==> src/rtl/pp_stream_buf.sv <==
module pp_stream_buf #(
  parameter int N    = 8,
  parameter int W    = 16,
  parameter int TAGW = 4
) (
  input  logic            clk,
  input  logic            rst_n,
  input  logic            in_valid,
  input  logic [W-1:0]    in_data,
  output logic            out0_valid,
  output logic [W-1:0]    out0_data,
  output logic [TAGW-1:0] out0_tag,
  output logic            out1_valid,
  output logic [W-1:0]    out1_data,
  output logic [TAGW-1:0] out1_tag
);
  localparam int AW = $clog2(N);
  localparam logic [AW-1:0] HALF = AW'(N / 2);
  localparam logic [AW-1:0] LAST = AW'(N - 1);

  logic [W-1:0]  mem [2][N];
  logic          wr_bank;
  logic [AW-1:0] wr_addr;

  logic [1:0]            start, go, ov;
  logic [1:0][AW-1:0]    rd_addr;
  logic [1:0][W-1:0]     od;
  logic [1:0][TAGW-1:0]  ot;

  always_ff @(posedge clk or negedge rst_n)
    if (!rst_n) begin
      wr_addr <= '0;
      wr_bank <= 1'b0;
    end else if (in_valid) begin
      wr_addr <= wr_addr + 1'b1;
      if (wr_addr == LAST) wr_bank <= ~wr_bank;
    end

  always_ff @(posedge clk)
    if (in_valid) mem[wr_bank][wr_addr] <= in_data;

  for (genvar g = 0; g < 2; g++) begin : g_port
    logic            active, skip, vld;
    logic [AW-1:0]   addr;
    logic [TAGW-1:0] fill, tag;
    logic [W-1:0]    dat;

    assign start[g]   = in_valid && (wr_bank == 1'(g)) && (wr_addr == HALF);
    assign go[g]      = in_valid && (start[g] || (active && !skip));
    assign rd_addr[g] = addr;
    assign ov[g]      = vld;
    assign od[g]      = dat;
    assign ot[g]      = tag;

    always_ff @(posedge clk or negedge rst_n)
      if (!rst_n) begin
        active <= 1'b0;
        skip   <= 1'b0;
        vld    <= 1'b0;
        addr   <= '0;
        fill   <= '0;
        tag    <= '0;
        dat    <= '0;
      end else begin
        vld <= go[g];
        if (start[g]) active <= 1'b1;
        if (in_valid) skip <= go[g];
        if (go[g]) begin
          dat  <= mem[g][addr];
          tag  <= fill;
          addr <= addr + 1'b1;
          if (addr == LAST) fill <= fill + 1'b1;
        end
      end
  end

  assign out0_valid = ov[0];
  assign out0_data  = od[0];
  assign out0_tag   = ot[0];
  assign out1_valid = ov[1];
  assign out1_data  = od[1];
  assign out1_tag   = ot[1];
endmodule

==> config.mk <==
export PLATFORM = sky130hd
export DESIGN_NAME = pp_stream_buf
export DESIGN_NICKNAME = d
export VERILOG_FILES = /design/src/rtl/pp_stream_buf.sv
export SDC_FILE = /design/constraint.sdc
export NUM_CORES = 1
export LEC_CHECK = 0
export ABC_AREA = 1
export BUFFER_PORTS_ARGS = -buffer_cell sky130_fd_sc_hd__buf_2
export CAP_MARGIN = 0
export CORE_MARGIN = 5
export CORE_UTILIZATION = 55
export CTS_CLUSTER_SIZE = 28
export DETAILED_ROUTE_END_ITERATION = 7
export PLACE_DENSITY = 0.87
export SKIP_CTS_REPAIR_TIMING = 1
export SLEW_MARGIN = 10
export SYNTH_ARGS = -nofsm -noshare
export SYNTH_HDL_FRONTEND = slang
export SYNTH_SLANG_ARGS = --single-unit
==> constraint.sdc <==
create_clock -name clk -period 2.34 [get_ports clk]
set_input_delay 0 -clock clk [delete_from_list [all_inputs] [get_ports clk]]
set_output_delay 0 -clock clk [all_outputs]
set_load 0.02 [all_outputs]
# Word level (Yosys, flattened, before mapping)
# Memories as Yosys holds them, arrays and structs flattened.
# Cells that the tools add are included.
# classes
bitwise,4
eq_ne,4
n_reduce_logical,16
mux,10
magnitude_cmp,4
addsub,5
# op_table
operator,count
128-bit two-way mux,1
16-bit binary-select mux with 3-bit select,2
16-bit two-way mux,5
16-bit demux with 3-bit select,1
"3-bit equality test, second input constant",4
"4-bit greater-or-equal comparator, second input constant",3
3-bit inverter with 4-bit output,3
"3-bit by 1-bit adder with 3-bit output, second input constant",3
1-bit logical AND,9
"4-bit by 1-bit adder with 4-bit output, second input constant",2
2-bit AND reduction,3
"4-bit by 1-bit less-than comparator with 1-bit output, second input constant",1
1-bit logical NOT,2
1-bit logical OR,2
1-bit two-way mux,1
1-bit inverter,1
# totals
register_bits,64
inputBits,19
ramBits,256
wordCells,60
mem_count,1
# mem_list
name,depth,word_bits,read_ports,rd_clocked_by_memory_dff,write_ports,line_no,source
mem,2,128,2,0,1,21,logic [W-1:0] mem [2][N];

# Logic depth before layout (Yosys ltp)
# depth
word_depth,6
ltp_mapped,8

# Worst setup path before layout
# No wires, ideal clock.
# synth_path
path_kind,register to register
start,register wr_addr[0]
end,memory mem[0][16] (netlist name) (enable)
synth_period_minus_slack_ps,2237
path_stages_with_launch,4
path_buffers,0
required_time_ps,1931
t_arrival_ps,1828
setup_ps,409
path_slack_ps,103
path_cell_list,dfrtp_1 nor2_1 inv_2 nor3_1
# synth_via
elab_chain_len,6
elab_cells_between_ends,7
classes_between,order compare: 2; mux: 3; bitwise: 1; reduce/logical: 1
# synth_lines
item,line_no,source
from (decl),23,logic [AW-1:0] wr_addr;
from (signal assigned),35,wr_addr <= wr_addr + 1'b1;
3-bit inverter with 4-bit output (not written as such) (*),40,if (in_valid) mem[wr_bank][wr_addr] <= in_data;
4-bit greater-or-equal comparator (not written as such) / 4-bit by 1-bit less-than comparator with 1-bit output (equally long branches),40,
1-bit logical AND (not written as such),40,
16-bit two-way mux (not written as such),40,
16-bit demux with 3-bit select (*),40,
128-bit two-way mux (not written as such) (*),40,
to (decl),21,
# Every way passes the cells marked *; elsewhere a longest branch is shown, timed or not.

# Final worst setup path
# layout_path
start,register wr_addr[1]
end,register g_port[1].fill[0]
# layout_via
elab_chain_len,5
# layout_lines
item,line_no,source
3-bit equality test,48,assign start[g] = in_valid && (wr_bank == 1'(g)) && (wr_addr == HALF);
1-bit logical AND,48,
1-bit logical OR,49,assign go[g] = in_valid && (start[g] || (active && !skip));
1-bit logical AND,49,
2-bit AND reduction (no line),-,
to (signal assigned),72,if (addr == LAST) fill <= fill + 1'b1;
to (decl),45,"logic [TAGW-1:0] fill, tag;"
# Every way passes these cells.
# A chain may end at the register's enable or synchronous reset.

==> results.py <==
metrics = {
    "run_status": {
        "status": "completed",
    },
    "timing": {
        "fmax_mhz": 511,
        "hold_slack_ns": 0.0417,
        "finalSetupViolCount": 0,
        "fin_crit_sh_pct": 83.6,
        "hold_viol": 0,
        "rsz0062_at_grt": "false",
        "setup_ws_ns": 0.384,
        "tns_ns": 0,
        "timing.slew.headroom_pct": 51.5,
        "final-max-slew-violation-count": 0,
        "clock_skew_ns": 0.0232,
        "min_period_ns": 1.96,
        "worst_slew_pin_slew_ns": 0.728,
    },
    "die": {
        "num_rows": 57,
        "core_um2": 24200,
        "die_area_um2": 27600,
        "io_pins": 61,
        "start_util_pct": 55.5,
        "die_h_um": 166,
        "fp.dieW_um": 166,
    },
    "drt": {
        "drt-pass1-iter-count": 6,
        "vias": 9621,
        "via_per_inst": 5.61,
        "routed_wl_mm": 32.4,
        "drt_iter0_drc": 1554,
        "wl_per_cell_um": 18.9,
        "ant_nets": 0,
        "drc_errors": 0,
    },
    "clock_network": {
        "numCtsBuffers": 29,
        "clock_sinks": 320,
        "htree_levels": 1,
        "cts_tree": "done",
        "cts_root_buf": "clkbuf_16",
        "clk_pin_slew_ns": 0.06,
        "clk_path_buf_depth": 3,
        "clk_latency_ns": 0.56,
    },
    "synth": {
        "synth_area_leaders": "edfxtp_1, dfrtp_1, nand2_1",
        "syn_area_per_cell_um2": 10.5,
        "synth-edff-count": 256,
        "yosys.area.top_type_share_pct": 57.3,
        "synth_cells": 1281,
        "synthArstFlopShare_pct": 20.0,
        "synth_most_common_cell": "nand2_1",
        "ys.warnings.count": 0,
        "synth.top_cells.by_count": "nand2_1, edfxtp_1, nand3_1",
        "ys_seq_area_share_pct": 69.2,
        "syn_nets": 1309,
        "yosysUniqueCellTypes": 23,
        "netlist_area_um2": 13400,
        "synth_area_leader_cell": "edfxtp_1",
        "ys_ff_latch": 320,
        "ys.flop_type": "edfxtp_1",
    },
    "setup_path": {
        "worstPathArrival_ns": 2.39,
        "rr_startpoint": "wr_addr[1]",
        "start_kind": "flip-flop",
        "reg2reg_depth": 7,
        "worst-path-max-fanout": 29,
        "cp-end-kind": "flip-flop",
        "r2r_slack_ns": 0.38,
        "rr_endpoint": "g_port[1].fill[0]",
        "critPathKind": "reg -> reg",
        "required_ns": 2.78,
    },
    "power": {
        "p_per_area_nw_per_um2": 1180,
        "irDropWorstVdd_mv": 0.935,
        "p_leak_nw": 6.93,
    },
    "cells_and_area": {
        "final_cells": 1716,
        "multiInputGateArea_um2": 3100,
        "layout-drive-gt1-share_pct": 11.9,
        "register_area_um2": 9290,
        "nets": 1398,
        "insertedDiodeCount": 0,
        "syn_to_final_growth_pct": 15.1,
        "nFillCells": 1637,
    },
    "global_route": {
        "antenna_found_initial": 0,
        "grt.overflow.total": 0,
        "grt_use_total_pct": 22.8,
        "grt_start_max_net_pins": 56,
        "grt_pass1_wl_mm": 50.4,
        "grt_pass1_vias": 9536,
    },
    "hold_path": {
        "hp-class": "in -> async",
    },
    "place": {
        "io_buffer_count": 60,
        "dp_cells": 1645,
        "pre_cts_ws_ns": 0.492,
        "dpl.hpwl_mm": 18.5,
        "routabilityCongestion": 0.830,
    },
    "job": {
        "cap_violations": 0,
    },
}
[kinds of logic after synthesis]
logic type                 share of synthesized area, %
xor gates and xnor gates                          0.587
AOI/OAI and AO/OA                                 0.410
buffers and inverters                              8.01
adders and majority gates                         0.839
and+or+nand+nor                                    21.0
DFF                                                69.2
[stage by stage]
step	total power [mW]	area, µm²	utilization (%)
6_report	18.3	15500	63.9
5_1_grt	19.1	15500	63.9
4_1_cts	18.2	15300	63.2
3_5_place_dp	13.0	14200	58.9
3_3_place_gp	12.8	14200	58.9
2_1_floorplan	11.2	13400	-
[power breakdown]
| group | switching, mW | internal [mW] |
|---|---|---|
| Sequential | 0.518 | 6.95 |
| Clock | 2.06 | 3.05 |
| Combinational | 3.95 | 1.74 |
[area by class of cell]
class                   instances  area share [%]
clock buffers                  32            4.77
clock inverters                21            1.91
inverters                     210            5.12
multi-input cells             689            20.1
flip-flops and latches        320            60.1
well taps                     324            2.62
repair buffers                120            5.39
[sequential cells by signal (all words and copies together), names as in the netlist, 2 cells and up]
register,count
g_port.skip,2
out1_data,16
g_port.addr,6
out1_tag,4
out0_tag,4
mem,256
out0_data,16
g_port.fill,8
wr_addr,3
g_port.active,2
[layer usage]
| metal | wire (µm) | GRT usage [%] |
|---|---|---|
| met2 | 15800 | 37.6 |
| met5 | 0 | 0 |
| met1 | 11400 | 29.6 |
| met3 | 3830 | 4.69 |
| met4 | 1410 | 9.96 |
[critical path: stages, from the launching register on]
cell,delay (ns)
dfrtp_1,0.42
inv_1,0.11
ha_1,0.22
nand4_2,0.13
nand2_1,0.09
buf_4,0.32
nand2_1,0.23
xnor2_1,0.29
[how the worst max path moves through the flow]
| stage | startpoint | to | slack, ns | depth (start not counted) |
|---|---|---|---|---|
| finish | wr_addr[1] | g_port[1].fill[0] | 0.38 | 7 |
| global route | wr_addr[1] | g_port[1].fill[0] | 0.28 | 7 |
| CTS | wr_addr[1] | g_port[1].fill[0] | 0.37 | 7 |
| detailed placement | wr_addr[1] | mem[0][71] | 0.49 | 5 |
| global placement | wr_addr[2] | mem[0][66] | 0.57 | 4 |
| floorplan | wr_addr[0] | mem[0][16] | 0.10 | 3 |
[placed cells by master, fill, tap and decap left out, types with 3 or more instances in the layout]
cell | Yosys | layout
nand2_1 | 397 | 397
edfxtp_1 | 256 | 256
nand3_1 | 241 | 241
inv_1 | 203 | 203
dfrtp_1 | 64 | 62
buf_2 | 23 | 60
buf_4 | 4 | 39
clkbuf_16 | 0 | 29
dlygate4sd3_1 | 0 | 18
nor2_1 | 12 | 12
ha_1 | 9 | 9
nor3_2 | 0 | 8
bufinv_16 | 0 | 7
clkinv_2 | 0 | 7
clkinv_1 | 2 | 6
xnor2_1 | 6 | 6
inv_2 | 4 | 4
o21ai_0 | 4 | 4
o21ai_1 | 4 | 4
xor2_1 | 3 | 3
clkbuf_1 | 31 | 3
buf_12 | 0 | 3
No activity file was read; power rests on OpenSTA's default activity.
